## config.mk

```make
export PLATFORM = sky130hd
export DESIGN_NAME = gpio_irq_event_unit
export DESIGN_NICKNAME = d
export VERILOG_FILES = /design/src/rtl/gpio_evt_pkg.sv /design/src/rtl/gpio_evt_line_detect.sv /design/src/rtl/gpio_evt_mask_reg.sv /design/src/rtl/gpio_evt_status_reg.sv /design/src/rtl/gpio_irq_event_unit.sv
export SDC_FILE = /design/constraint.sdc
export NUM_CORES = 1
export LEC_CHECK = 0
export ABC_CLOCK_PERIOD_IN_PS = 2000
export CAP_MARGIN = 10
export CORE_MARGIN = 2
export CORE_UTILIZATION = 41
export CTS_CLUSTER_DIAMETER = 60
export DETAILED_ROUTE_END_ITERATION = 10
export MAX_ROUTING_LAYER = met4
export PLACE_DENSITY = 0.7
export SLEW_MARGIN = 20
export SYNTH_ARGS = -nofsm -noshare
export SYNTH_HDL_FRONTEND = slang
export SYNTH_SLANG_ARGS = --single-unit
```

## constraint.sdc

```tcl
create_clock -name clk -period 2 [get_ports clk]
set_clock_uncertainty 0.05 [all_clocks]
set_input_delay 0.2 -clock clk [delete_from_list [all_inputs] [get_ports clk]]
set_output_delay 0.2 -clock clk [all_outputs]
set_load 0.01 [all_outputs]
```

## src/rtl/gpio_evt_pkg.sv

```systemverilog
// Package: shared types and register offsets for the GPIO bank interrupt
// event unit. Assumes byte offsets inside one bank.
package gpio_evt_pkg;

    // Event-select codes; values above EVT_HIGH select nothing.
    typedef enum logic [2:0] {
        EVT_FALL = 3'd0,
        EVT_RISE = 3'd1,
        EVT_BOTH = 3'd2,
        EVT_LOW  = 3'd3,
        EVT_HIGH = 3'd4
    } evt_code_e;

    localparam int CODE_W = 3;

    // Register byte offsets inside the bank.
    localparam int OFS_IRQ_SET    = 'h20;
    localparam int OFS_IRQ_CLR    = 'h24;
    localparam int OFS_IRQ_MASK   = 'h28;
    localparam int OFS_IRQ_STATUS = 'h2C;

endpackage

```

## src/rtl/gpio_evt_line_detect.sv

```systemverilog
// Module: per-line event detector. Keeps the line's level from the previous
// cycle and decodes the event-select code into a one-cycle event pulse.
// Assumes line_level is already synchronized to clk. Under reset the
// previous level follows the live input so no edge is seen at reset exit.
module gpio_evt_line_detect
    import gpio_evt_pkg::*;
(
    input  logic              clk,
    input  logic              rst_n,
    input  logic              lvl,
    input  logic [CODE_W-1:0] code,
    output logic              evt
);

    logic      prev_q;
    evt_code_e sel;

    assign sel = evt_code_e'(code);

    // Track the line level of the previous cycle; preload it during reset.
    always_ff @(posedge clk) begin
        prev_q <= lvl;
    end

    // Decode the selected condition against current and previous level.
    always_comb begin
        case (sel)
            EVT_FALL: evt = prev_q & ~lvl;
            EVT_RISE: evt = ~prev_q & lvl;
            EVT_BOTH: evt = prev_q ^ lvl;
            EVT_LOW:  evt = ~lvl;
            EVT_HIGH: evt = lvl;
            default:  evt = 1'b0;
        endcase
    end

endmodule

```

## src/rtl/gpio_evt_mask_reg.sv

```systemverilog
// Module: interrupt mask register with write-one-to-set and
// write-one-to-clear access. Assumes set and clear strobes are never
// active in the same cycle (they decode different offsets).
module gpio_evt_mask_reg #(
    parameter int LINES = 32
) (
    input  logic             clk,
    input  logic             rst_n,
    input  logic             set_en,
    input  logic             clr_en,
    input  logic [LINES-1:0] bits,
    output logic [LINES-1:0] mask
);

    logic [LINES-1:0] set_v;
    logic [LINES-1:0] clr_v;

    // Qualify the write data by the strobe that carries it.
    always_comb begin
        set_v = set_en ? bits : '0;
        clr_v = clr_en ? bits : '0;
    end

    // Hold the mask; ones in the write data set or clear single bits.
    always_ff @(posedge clk) begin
        if (!rst_n) begin
            mask <= '0;
        end else begin
            mask <= (mask | set_v) & ~clr_v;
        end
    end

endmodule

```

## src/rtl/gpio_evt_status_reg.sv

```systemverilog
// Module: pending-event status register that clears on read. Events seen
// in the clearing cycle are kept, so a read never swallows a new event.
module gpio_evt_status_reg #(
    parameter int LINES = 32
) (
    input  logic             clk,
    input  logic             rst_n,
    input  logic             clr,
    input  logic [LINES-1:0] evt,
    output logic [LINES-1:0] status
);

    logic [LINES-1:0] keep;

    // Pending bits survive unless this cycle is a clearing read.
    always_comb begin
        keep = clr ? '0 : status;
    end

    // Accumulate new events on top of the kept bits.
    always_ff @(posedge clk) begin
        if (!rst_n) begin
            status <= '0;
        end else begin
            status <= keep | evt;
        end
    end

endmodule

```

## src/rtl/gpio_irq_event_unit.sv

```systemverilog
// Module: GPIO bank interrupt event unit (top). One detector per line feeds
// a clear-on-read status register; a write-one set/clear mask gates the
// single bank interrupt. Register reads are registered: rdata is valid on
// the cycle after rd_en. Assumes wr_en and rd_en are not both high.
module gpio_irq_event_unit
    import gpio_evt_pkg::*;
#(
    parameter int LINES  = 32,
    parameter int ADDR_W = 8
) (
    input  logic                    clk,
    input  logic                    rst_n,
    input  logic [LINES-1:0]        line_level,
    input  logic [CODE_W*LINES-1:0] line_code,
    input  logic                    wr_en,
    input  logic                    rd_en,
    input  logic [ADDR_W-1:0]       addr,
    input  logic [LINES-1:0]        wdata,
    output logic [LINES-1:0]        rdata,
    output logic                    irq
);

    localparam logic [ADDR_W-1:0] A_SET  = ADDR_W'(OFS_IRQ_SET);
    localparam logic [ADDR_W-1:0] A_CLR  = ADDR_W'(OFS_IRQ_CLR);
    localparam logic [ADDR_W-1:0] A_MASK = ADDR_W'(OFS_IRQ_MASK);
    localparam logic [ADDR_W-1:0] A_STAT = ADDR_W'(OFS_IRQ_STATUS);

    logic [LINES-1:0] line_evt;
    logic [LINES-1:0] mask_q;
    logic [LINES-1:0] status_q;
    logic             hit_set;
    logic             hit_clr;
    logic             hit_mask;
    logic             hit_stat;
    logic [LINES-1:0] rd_mux;

    // One edge/level detector per line.
    for (genvar i = 0; i < LINES; i++) begin : g_line
        gpio_evt_line_detect u_det (
            .clk   (clk),
            .rst_n (rst_n),
            .lvl   (line_level[i]),
            .code  (line_code[CODE_W*i +: CODE_W]),
            .evt   (line_evt[i])
        );
    end

    // Decode the register strobes from the byte offset.
    always_comb begin
        hit_set  = wr_en && (addr == A_SET);
        hit_clr  = wr_en && (addr == A_CLR);
        hit_mask = rd_en && (addr == A_MASK);
        hit_stat = rd_en && (addr == A_STAT);
    end

    gpio_evt_mask_reg #(.LINES(LINES)) u_mask (
        .clk    (clk),
        .rst_n  (rst_n),
        .set_en (hit_set),
        .clr_en (hit_clr),
        .bits   (wdata),
        .mask   (mask_q)
    );

    gpio_evt_status_reg #(.LINES(LINES)) u_status (
        .clk    (clk),
        .rst_n  (rst_n),
        .clr    (hit_stat),
        .evt    (line_evt),
        .status (status_q)
    );

    // Select read data: status, mask, or zero for write-only offsets.
    always_comb begin
        if (hit_stat) begin
            rd_mux = status_q;
        end else if (hit_mask) begin
            rd_mux = mask_q;
        end else begin
            rd_mux = '0;
        end
    end

    // Register read data on each read strobe.
    always_ff @(posedge clk) begin
        if (!rst_n) begin
            rdata <= '0;
        end else if (rd_en) begin
            rdata <= rd_mux;
        end
    end

    // Bank interrupt: any pending and enabled line.
    always_comb begin
        irq = |(status_q & mask_q);
    end

endmodule

```

Word-level counts from Yosys, hierarchy flattened
Cells that the tools add are included.

Word-level logic and storage cells: 406. Register bits: 128. Input bits: 172.

Bitwise operators: 165. Multiplexer cells: 37. Equality and inequality tests: 132. Reductions and logical operators: 37.

Operators with widths (count): $eq A3 B2 Y1 const B (64); $mux W32 (5); $pmux W1 S5 (32); $eq A3 B1 Y1 const B (32); $eq A3 B3 Y1 const B (32); $logic_not A3 Y1 (32); $and A1 B1 Y1 (64); $and A32 B32 Y32 (2); $not A1 Y1 (64); $or A32 B32 Y32 (2); $eq A8 B6 Y1 const B (4); $not A32 Y32 (1); $reduce_or A32 Y1 (1); $xor A1 B1 Y1 (32); $logic_and A1 B1 Y1 (4).

Logic depth before layout (Yosys ltp)
Gate-level depths: netlist (run 1).

Depth after elaboration: 5. Gate-level depth with buffers: 6.

Hierarchy
A second synthesis (run 1) with hierarchy kept.

Cell total of the unflattened synthesis: 696. Area, all modules: 6970.4 µm².

By module, submodules not included: gpio_evt_line_detect (instances 32, area each 95.1 µm², cells each 10); gpio_irq_event_unit (instances 1, area each 1540.2 µm², cells each 168); gpio_evt_mask_reg (instances 1, area each 1266.2 µm², cells each 106); gpio_evt_status_reg (instances 1, area each 1121.1 µm², cells each 102).

Worst setup path before layout (run 1)
No wires, ideal clock.

Path kind: in2reg. Start point: in addr[1]. End point: reg u_mask.mask[29]. Path slack: 412 ps. Data arrival time: 1468 ps. Cell stages on the path: 4. Cell sequence: or4b_4 buf_6 or4_1 a21oi_1.

Cells in the longest elaborated chain, start to end: 5.

RTL lines: from (decl) (line gpio_irq_event_unit.sv:17) `input logic [ADDR_W-1:0] addr,`; $eq A8 B6 Y1, on equally long branches (line gpio_irq_event_unit.sv:50, gpio_irq_event_unit.sv:51); $logic_and A1 B1 Y1, on equally long branches (line gpio_irq_event_unit.sv:50, gpio_irq_event_unit.sv:51); $mux W32, on equally long branches (line gpio_evt_mask_reg.sv:20, gpio_evt_mask_reg.sv:21); $or A32 B32 Y32 / $not A32 Y32 (equally long branches) (line gpio_evt_mask_reg.sv:29) `mask <= (mask | set_v) & ~clr_v;`; $and A32 B32 Y32 (*) (line gpio_evt_mask_reg.sv:29); to (signal assigned) (line gpio_evt_mask_reg.sv:29); to (decl) (line gpio_evt_mask_reg.sv:12) `output logic [LINES-1:0] mask`.

Every way passes the cells marked *; elsewhere a longest branch is shown, timed or not. A chain may end at the register's enable or synchronous reset.

Worst setup path in the final report (run 1)
Start point: reg u_status.status[27]. End point: out irq.

Cells in the longest elaborated chain, start to end: 2.

RTL lines: from (decl) (line gpio_evt_status_reg.sv:10) `output logic [LINES-1:0] status`; from (signal assigned) (line gpio_evt_status_reg.sv:25) `status <= keep | evt;`; $and A32 B32 Y32 (line gpio_irq_event_unit.sv:95) `irq = |(status_q & mask_q);`; $reduce_or A32 Y1 (line gpio_irq_event_unit.sv:95); to (decl) (line gpio_irq_event_unit.sv:20) `output logic irq`.

No other way between the ends.

==> results of run 1 <==
-- per-layer routing --
layer / share of wire [%] / vias to the layer above / GRT usage [%]
met5: 0 / - / -
met4: 1.9 / 0 / 7.42
met3: 6.6 / 29 / 5.61
met2: 46 / 205 / 34.3
met1: 45 / 3260 / 28.0
li1: - / 3430 / -
-- cell families (layout without fill, tap and decap cells) --
family | Yosys count | after routing | share of synthesized area [%]
AOI/OAI and AO/OA | 208 | 208 | 22.3
muxes | 96 | 96 | 13.8
adders and majority gates | 64 | 64 | 10.6
and+or+nand+nor | 148 | 148 | 11.4
DFF | 128 | 128 | 33.9
buffers and inverters | 156 | 375 | 7.98
other | 0 | 1 | 0
-- synthesized netlist by cell type --
cell	n
dfxtp_1	128
inv_1	104
nor2_1	65
ha_1	64
mux2_2	64
clkbuf_1	40
nor2b_1	33
a22o_1	32
a31oi_1	32
a32oi_1	32
mux2i_1	32
nor4b_1	32
o31a_1	32
a311oi_1	25
a41oi_1	25
a22oi_1	16
buf_2	8
or4_1	8
a21oi_1	7
o31ai_1	7
nand4_1	4
buf_1	2
and3_1	1
buf_6	1
inv_2	1
nand2_1	1
nor3_1	1
nor4bb_1	1
or4b_1	1
or4b_4	1
-- state kept, by name, indices dropped and copies added (netlist names) --
name / flops
g_line.u_det.prev_q: 32
rdata: 32
u_mask.mask: 32
u_status.status: 32
-- report_power, final --
part | switching [W] | internal (W) | total, W | leakage [nW]
Combinational | 0.000477 | 0.000653 | 0.00113 | 3.07
Clock | 0.00109 | 0.00195 | 0.00305 | 0.297
Sequential | 0.0000862 | 0.00265 | 0.00274 | 1.05
Total | 0.00166 | 0.00526 | 0.00691 | 4.41
-- timing repair --
action	4_1_cts	5_1_grt
gates resized for setup	14	3
setup endpoints to repair	1	1
gates cloned	0	0
pin swaps	1	1
-- worst register-to-register path, delay by kind of cell (launching register included) --
kind                     cells  cell delay, ns
AO/OA/AOI/OAI                2            0.50
adder cells (fa/ha/maj)      1            0.17
buffers and inverters        1            0.05
flip-flops                   1            0.33
multiplexers                 1            0.26
-- cell usage in the layout, fill, tap and decap left out, drive strengths merged, types with 25 or more instances in the layout --
cell | Yosys | layout
clkdlybuf4s50 | 0 | 201
dfxtp | 128 | 128
inv | 105 | 105
nor2 | 65 | 65
mux2 | 64 | 64
ha | 64 | 64
buf | 11 | 39
nor2b | 33 | 33
mux2i | 32 | 32
a22o | 32 | 32
a31oi | 32 | 32
o31a | 32 | 32
a32oi | 32 | 32
nor4b | 32 | 32
a41oi | 25 | 25
a311oi | 25 | 25
clkbuf | 40 | 25
-- path summary, 6_finish.rpt --
check / cells past startpoint / endpoint / slack (ns) / start
min: 3 / u_status.status[22] / 0.18 / addr[2]
max reg2reg: 5 / u_status.status[2] / 0.51 / g_line[2].u_det.prev_q
min reg2reg: 2 / rdata[18] / 0.43 / rdata[18]
max: 4 / irq / -0.03 / u_status.status[27]
-- metrics by stage --
| stage | instances | hold slack (ns) | cell area, um^2 | setup TNS [ns] |
|---|---|---|---|---|
| 5_1_grt | 1249 | 0.203 | 10700 | -0.0661 |
| 3_5_place_dp | 1218 | 0.422 | 10100 | -0.352 |
| 4_1_cts | 1248 | 0.182 | 10700 | -0.0433 |
| 3_3_place_gp | 1218 | 0.410 | 10100 | -0.215 |
| 6_report | 1249 | 0.180 | 10700 | -0.0341 |
| 2_1_floorplan | 800 | 0.178 | 7560 | 0 |
-- layout make-up --
class	instances	area, um^2	area share (%)
antenna	1	2.50	0.0233
inverter	105	394	3.67
timing repair buffer	240	2430	22.7
multi-input combinational	516	4460	41.6
sequential	128	2570	23.9
clock inverter	5	50.0	0.467
tap	229	287	2.67
clock buffer	25	536	4.99
==> out/summary.txt, run 1 <==
Final Cycle Share = 102%
Area contributors post-synth = dfxtp_1 (34%), ha_1 (11%), mux2_2 (9.5%), inv_1 (5.2%), mux2i_1 (4.2%)
Max incr delay on CP = 0.56 ns
Post-Synthesis Cell Area = 0.00756 mm^2
CORE AREA = 0.0180 mm^2
DIE HEIGHT = 140 um
Initial Utilization = 41.9%
Vias in the first global route = 6693
Post-Synthesis Cells = 800
First-pass GRT wire length = 33.8 mm
GPL Wtd Cong = 0.844
RSZ-0062 raised after global routing = true
Final net count = 1244
Pwr Density = 645 mW/mm^2
Total detailed-routing wirelength = 21.4 mm
CP Max Fanout = 3
Row Count = 49
Routed len/inst = 17.1 um
Yosys reg bits = 128
Synth area leader = dfxtp_1
Fin worst setup slack = -0.0341 ns
Drc violations = 0
Reg clk slew, reported paths = 0.05 ns
Fmax = 0.492 GHz
Distinct cells, synth = 30
# Post-CTS Setup Buffers = 0
Area Growth Syn to Fin = 41.9%
First DRT Iteration DRCs = 467
IO Port Bufs = 204
Pre-CTS setup slack = -0.0549 ns
Measured slew at the worst slew-check pin = 0.502 ns
Die area = 0.0195 mm^2
Register area share after synthesis = 33.9%
I/O pin count = 205
DRT antenna net count = 0
GRT Total Usage = 22.1%
Hold Crit Class = in2reg
Htree depth = 4
Post-synth top area share = 33.9%
DRT Pass-1 Iters = 5
CP startpoint kind = flop
Vias = 6924
CTS max path bufs = 2
CTS root buf = clkbuf_16
Hold Violations, Final = 0
Tmin final = 2.03 ns
CTS buffer count = 17
CTS tree = built
Synth Net Count = 1036
GR Overflow Total = 0
Setup violations, final = 1
Largest net degree at the start of global routing = 50
Crit path kind = reg2out
Max IR drop VDD = 0.603 mV
Warning count from the yosys run = 0
Total power = 0.00691 W
Initial antenna violation count = 1
Count of pins over their slew limit = 0
Failing checks = setup timing
Clock Latency Late Sink = 0.42 ns
Hold-fix buffer count after cts = 0
Final core utilization = 59.5%
Leak = 4.41 nW
Worst EP arrival = 1.78 ns
Worst EP required = 1.75 ns
Die W = 140 um
Mean post-synth cell area = 9.45 um^2
Status = complete, but fails checks
Layout cells sized above 1 = 14.8%
Sink Count = 128
Slowest CP cell = or4_4
Top cell family by delay on the critical path = simple AND/OR/NAND/NOR gates
MaxCap Viol Count = 0
Filler Cell Count = 1565
Vias/cell = 5.54
Critical path cell sequence = a22oi_2, nand4_1, or4_4, buf_6
Rel. slew slack = 66.5%
Setup crit end kind = output pin
Detail Placement HPWL = 15.7 mm
CP bufs+invs = 1
(Power assumes the default switching activity.)
==> run 2: changes to the inputs <==
--- a/config.mk
+++ b/config.mk
@@ -12,8 +12,9 @@
 export CTS_CLUSTER_DIAMETER = 60
 export DETAILED_ROUTE_END_ITERATION = 10
 export MAX_ROUTING_LAYER = met4
-export PLACE_DENSITY = 0.7
+export PLACE_DENSITY = 0.71
 export SLEW_MARGIN = 20
 export SYNTH_ARGS = -nofsm -noshare
 export SYNTH_HDL_FRONTEND = slang
+export SYNTH_HIERARCHICAL = 1
 export SYNTH_SLANG_ARGS = --single-unit
==> run 2 against run 1 <==
The run now ends clean. Register-to-register slack worse by 0.16 ns. Design area is 3.0% lower. Critical endpoint unchanged. Critical path type unchanged. Largest power group unchanged. Core utilization up 3.2 points.
==> out/summary.txt, run 2 <==
Sink Count = 128 (unchanged)
GR Overflow Total = 0 (unchanged)
Vias = 5861 (was 6924)
First DRT Iteration DRCs = 265 (was 467)
Commonest non-fill, non-tap cell in the layout = clkdlybuf4s50_1 (unchanged)
Area Growth Syn to Fin = 49.2% (was 41.9%)
Hold Crit Class = in2reg (unchanged)
Hold Violations, Final = 0 (unchanged)
Mean post-synth cell area = 10.0 um^2 (was 9.45 um^2)
GPL Wtd Cong = 0.823 (was 0.844)
Fmax = 0.501 GHz (was 0.492 GHz)
Die area = 0.0181 mm^2 (was 0.0195 mm^2)
Row Count = 47 (was 49)
GRT Total Usage = 20.7% (was 22.1%)
Filler Cell Count = 1383 (was 1565)
DRT Pass-1 Iters = 4 (was 5)
CTS buffer count = 17 (unchanged)
Layout cells sized above 1 = 19.9% (was 14.8%)
Detail Placement HPWL = 13.6 mm (was 15.7 mm)
Tmin final = 1.99 ns (was 2.03 ns)
Measured slew at the worst slew-check pin = 0.873 ns (was 0.502 ns)
Routed len/inst = 15.1 um (was 17.1 um)
DRT antenna net count = 0 (unchanged)
Leak = 4.36 nW (was 4.41 nW)
CTS max path bufs = 2 (unchanged)
Worst EP arrival = 1.74 ns (was 1.78 ns)
Synth area leader = dfxtp_1 (unchanged)
Inst Count DP = 1151 (was 1218)
Final Cycle Share = 99.7% (was 102%)
Htree depth = 4 (unchanged)
Vias/cell = 4.94 (was 5.54)
Synth cell count leaders = inv_1 (129), dfxtp_1 (128), ha_1 (64), nand2_1 (64) (was dfxtp_1 (128), inv_1 (104), nor2_1 (65), ha_1 (64), mux2_2 (64))
Clock Latency Late Sink = 0.42 ns (about the same)
MaxCap Viol Count = 0 (unchanged)
Rel. slew slack = 41.7% (was 66.5%)
Area contributors post-synth = dfxtp_1 (37%), ha_1 (11%), mux4_2 (10%), inv_1 (6.9%), a211oi_2 (5.4%) (was dfxtp_1 (34%), ha_1 (11%), mux2_2 (9.5%), inv_1 (5.2%), mux2i_1 (4.2%))
Most frequent cell after synthesis = inv_1 (was dfxtp_1)
Die W = 134 um (was 140 um)
CTS root buf = clkbuf_16 (unchanged)
IO Port Bufs = 204 (unchanged)
Status = finished clean (was complete, but fails checks)
Dominant synthesized flop cell = dfxtp_1 (unchanged)
Drc violations = 0 (unchanged)
First-pass GRT wire length = 28.4 mm (was 33.8 mm)
Max IR drop VDD = 0.489 mV (was 0.603 mV)
TNS Setup = 0 ns (was -0.0341 ns)
Count of pins over their slew limit = 0 (unchanged)
CORE AREA = 0.0166 mm^2 (was 0.0180 mm^2)
Setup crit end kind = output pin (unchanged)
CP startpoint kind = flop (unchanged)
Initial antenna violation count = 0 (was 1)
CTS tree = built (unchanged)
Commonest non-fill, non-tap cells in the layout = clkdlybuf4s50_1 (201), inv_1 (128), dfxtp_1 (119), nand2_1 (64), ha_1 (64) (was clkdlybuf4s50_1 (201), dfxtp_1 (124), inv_1 (104))
RSZ-0062 raised after global routing = true (unchanged)
CP Max Fanout = 2 (was 3)
Ant diodes = 0 (was 1)
I/O pin count = 205 (unchanged)
Final net count = 1190 (was 1244)
Yosys reg bits = 128 (unchanged)
Final core utilization = 62.7% (was 59.5%)
Initial Utilization = 42.0% (was 41.9%)
Total detailed-routing wirelength = 17.9 mm (was 21.4 mm)
Non-Filler Instances = 1187 (was 1249)
Post-synth top area share = 36.8% (was 33.9%)
Setup violations, final = 0 (was 1)
Warning count from the yosys run = 6 (was 0)
Synth Net Count = 932 (was 1036)
Worst EP required = 1.75 ns (about the same)
Post-Synthesis Cells = 696 (was 800)
Largest net degree at the start of global routing = 33 (was 50)
Register area share after synthesis = 36.8% (was 33.9%)
DIE HEIGHT = 134 um (was 140 um)
Post-Synthesis Cell Area = 0.00697 mm^2 (was 0.00756 mm^2)
EDFF count, synth = 0 (unchanged)
Async S/R FF share, synth = 0% (unchanged)
Distinct cells, synth = 32 (was 30)
Vias in the first global route = 5871 (was 6693)
Hold-fix buffer count after cts = 0 (unchanged)
Reg clk slew, reported paths = 0.06 ns (was 0.05 ns)
Pwr Density = 675 mW/mm^2 (was 645 mW/mm^2)
Crit path kind = reg2out (unchanged)
Hold slack = 0.0693 ns (was 0.180 ns)
run 2: what timing repair did:
action	4_1_cts	5_1_grt
resized for setup	19	16
setup buffers	0	2
pin swaps	9	10
gates cloned	0	3
setup endpoints to repair	3	33
run 2: logic make-up after synthesis:
group	synth area share, %
compound gates	19.6
buf+inv	9.44
fa+ha+maj	11.5
simple gates	7.77
mux	14.9
flops	36.8
run 2: report_power, final:
part / internal [W] / leakage (nW) / switching [W] / total (W)
Clock: 0.00214 / 0.307 / 0.00112 / 0.00327
Sequential: 0.00265 / 1.05 / 0.0000743 / 0.00273
Combinational: 0.000644 / 3.00 / 0.000381 / 0.00102
run 2: critical path, stage by stage, from the launching register on:
cell	delay, ns
dfxtp_1	0.32
a22oi_2	0.21
nand4_1	0.11
or4_4	0.54
buf_6	0.14
run 2: metrics by stage:
step,instance area [um^2],power [W],setup WS [ns]
after global placement,9600,0.00377,-0.410
after global routing,10400,0.00731,-0.0352
after floorplan,6980,0.00319,0.0694
after detailed placement,9600,0.00379,-0.431
after CTS,10300,0.00707,0.000373
final,10400,0.00702,0.00540
run 2: path summary, 6_finish.rpt:
check | slack (ns) | end | cells after the start | startpoint
worst max-delay path | 0.005 | irq | 4 | u_mask/mask[24]
worst min-delay path | 0.07 | u_status/status[5] | 2 | rst_n
worst max register to register | 0.35 | u_status/status[31] | 5 | g_line[31].u_det/prev_q
worst min register to register | 0.39 | rdata[25] | 2 | rdata[25]
run 2: layer usage:
layer | up-vias | share of wire, % | GRT usage (%)
met1 | 2727 | 46 | 25.6
met2 | 160 | 46 | 32.6
li1 | 2958 | - | -
met4 | 0 | 1.4 | 6.32
met3 | 16 | 7.5 | 6.24
met5 | - | 0 | -
run 2: area by class of cell:
class                   instances  area, um^2  area share [%]
multi-input cells             413        3860            37.1
repair buffers                265        2580            24.8
flip-flops and latches        128        2570            24.7
inverters                     129         484            4.66
clock buffers                  21         460            4.43
well taps                     220         275            2.65
clock inverters                11         161            1.55
==> run 3: changes to the inputs <==
--- a/config.mk
+++ b/config.mk
@@ -11,6 +11,7 @@
 export CORE_UTILIZATION = 41
 export CTS_CLUSTER_DIAMETER = 60
 export DETAILED_ROUTE_END_ITERATION = 10
+export HOLD_SLACK_MARGIN = 0.15
 export MAX_ROUTING_LAYER = met4
 export PLACE_DENSITY = 0.71
 export SLEW_MARGIN = 20
==> run 3 against run 2 <==
Sequential power about the same. First-iteration DRC count down 2.3%. Largest power group unchanged. Count of clock-buffer cells in the layout unchanged. Combinational power about the same. Critical path depth unchanged. Highest routed layer unchanged. Die area unchanged. Via count about the same. Worst hold slack better by 0.27 ns.
==> out/summary.txt, run 3 (synthesis results as in run 2) <==
Register area = 0.00257 mm^2 (unchanged)
Die W = 134 um (unchanged)
MaxCap Viol Count = 0 (unchanged)
Area Growth Syn to Fin = 49.3% (was 49.2%)
Max IR drop VDD = 0.489 mV (about the same)
Hold Violations, Final = 0 (unchanged)
DRT antenna net count = 0 (unchanged)
Initial Utilization = 42.0% (unchanged)
CTS buffer count = 17 (unchanged)
Worst EP arrival = 1.74 ns (about the same)
Met1 Usage GRT = 25.6% (unchanged)
GR Overflow Total = 0 (unchanged)
CTS max path bufs = 2 (unchanged)
Leak = 4.36 nW (about the same)
Met3 usage = 6.24% (unchanged)
CTS root buf = clkbuf_16 (unchanged)
Largest net degree at the start of global routing = 33 (unchanged)
CTS tree = built (unchanged)
DIE HEIGHT = 134 um (unchanged)
Vias in the first global route = 5871 (unchanged)
Busiest layer in global routing = met2 (unchanged)
Detail Placement HPWL = 13.6 mm (unchanged)
Setup crit end kind = output pin (unchanged)
Commonest non-fill, non-tap cells in the layout = clkdlybuf4s50_1 (201), inv_1 (128), dfxtp_1 (119), nand2_1 (64), ha_1 (64) (unchanged)
Vias/cell = 4.93 (was 4.94)
Worst EP required = 1.75 ns (about the same)
Ant diodes = 0 (unchanged)
Non-Filler Instances = 1188 (was 1187)
Hold slack = 0.341 ns (was 0.0693 ns)
Setup violations, final = 0 (unchanged)
IO Port Bufs = 204 (unchanged)
RSZ-0062 raised after global routing = true (unchanged)
Drc violations = 0 (unchanged)
CP Max Fanout = 2 (unchanged)
Row Count = 47 (unchanged)
I/O pin count = 205 (unchanged)
Pwr Density = 674 mW/mm^2 (was 675 mW/mm^2)
First DRT Iteration DRCs = 259 (was 265)
Rel. slew slack = 43.0% (was 41.7%)
GRT Total Usage = 20.7% (unchanged)
Tmin final = 1.99 ns (about the same)
Routed len/inst = 15.0 um (was 15.1 um)
CP startpoint kind = flop (unchanged)
Crit path kind = reg2out (unchanged)
Area of the multi-input gates = 0.00386 mm^2 (unchanged)
Status = finished clean (unchanged)
Measured slew at the worst slew-check pin = 0.854 ns (was 0.873 ns)
Initial antenna violation count = 0 (unchanged)
Count of pins over their slew limit = 0 (unchanged)
Reg clk slew, reported paths = 0.06 ns (about the same)
Final Cycle Share = 99.6% (was 99.7%)
Global routing usage on met2 = 32.6% (unchanged)
Commonest non-fill, non-tap cell in the layout = clkdlybuf4s50_1 (unchanged)
Htree depth = 4 (unchanged)
Fmax = 0.502 GHz (was 0.501 GHz)
DRT Pass-1 Iters = 4 (unchanged)
Final net count = 1191 (was 1190)
Clock Latency Late Sink = 0.42 ns (about the same)
First-pass GRT wire length = 28.4 mm (unchanged)
Die area = 0.0181 mm^2 (unchanged)
Hold Crit Class = in2reg (unchanged)
Total detailed-routing wirelength = 17.9 mm (about the same)
Filler Cell Count = 1382 (was 1383)
GPL Wtd Cong = 0.823 (unchanged)
Layout cells sized above 1 = 19.8% (was 19.9%)
Vias = 5858 (was 5861)
CORE AREA = 0.0166 mm^2 (unchanged)
Sink Count = 128 (unchanged)
Inst Count DP = 1151 (unchanged)
Total power = 0.00702 W (about the same)
==> run 3: worst max-delay path: stages (launching register included) <==
cell and delay [ns]:
dfxtp_1 0.32, a22oi_2 0.20, nand4_1 0.11, or4_4 0.54, buf_6 0.14
==> run 3: per-stage QoR <==
step / setup TNS (ns) / util (%) / worst slack [ns] / area [um^2]
finish: 0 / 62.8 / 0.00802 / 10400
global route: -0.0352 / 62.8 / -0.0352 / 10400
CTS: 0 / 62.0 / 0.000373 / 10300
detailed placement: -28.18 / 57.9 / -0.431 / 9600
global placement: -26.79 / 57.9 / -0.410 / 9600
floorplan: 0 / - / 0.0694 / 6980
==> run 3: power breakdown <==
part,total (W),internal (W),switching [W]
combinational,0.00103,0.000646,0.000380
sequential,0.00273,0.00265,0.0000736
clock,0.00327,0.00214,0.00112
==> run 3: area by class of cell <==
cell class | instances | share of cell area (%)
repair buffers | 266 | 24.9
inverters | 129 | 4.65
clock buffers | 21 | 4.42
multi-input cells | 413 | 37.1
clock inverters | 11 | 1.55
well taps | 220 | 2.64
flip-flops and latches | 128 | 24.7
==> run 3: metal layers <==
metal,routed length [um],up-vias
li1,-,2958
met1,8010,2718
met2,8150,167
met3,1450,15
met4,257,0
met5,0,-
==> run 3: repair_timing <==
| item | CTS | global route |
|---|---|---|
| endpoints found under the hold margin | 2 | 0 |
| setup buffers | 0 | 2 |
| endpoints found under the setup margin | 3 | 33 |
| hold buffers | 1 | 0 |
| pin swaps | 9 | 10 |
| cloned | 0 | 3 |
| gates resized for setup | 19 | 16 |
==> run 3: final timing paths <==
path                                               from             endpoint  slack [ns]  cells past startpoint
worst max-delay path                    u_mask/mask[24]                  irq       0.008                      4
worst min-delay path                          wdata[26]      u_mask/mask[26]        0.34                      2
worst max register to register  g_line[31].u_det/prev_q  u_status/status[31]        0.35                      5
worst min register to register                rdata[31]            rdata[31]        0.39                      2
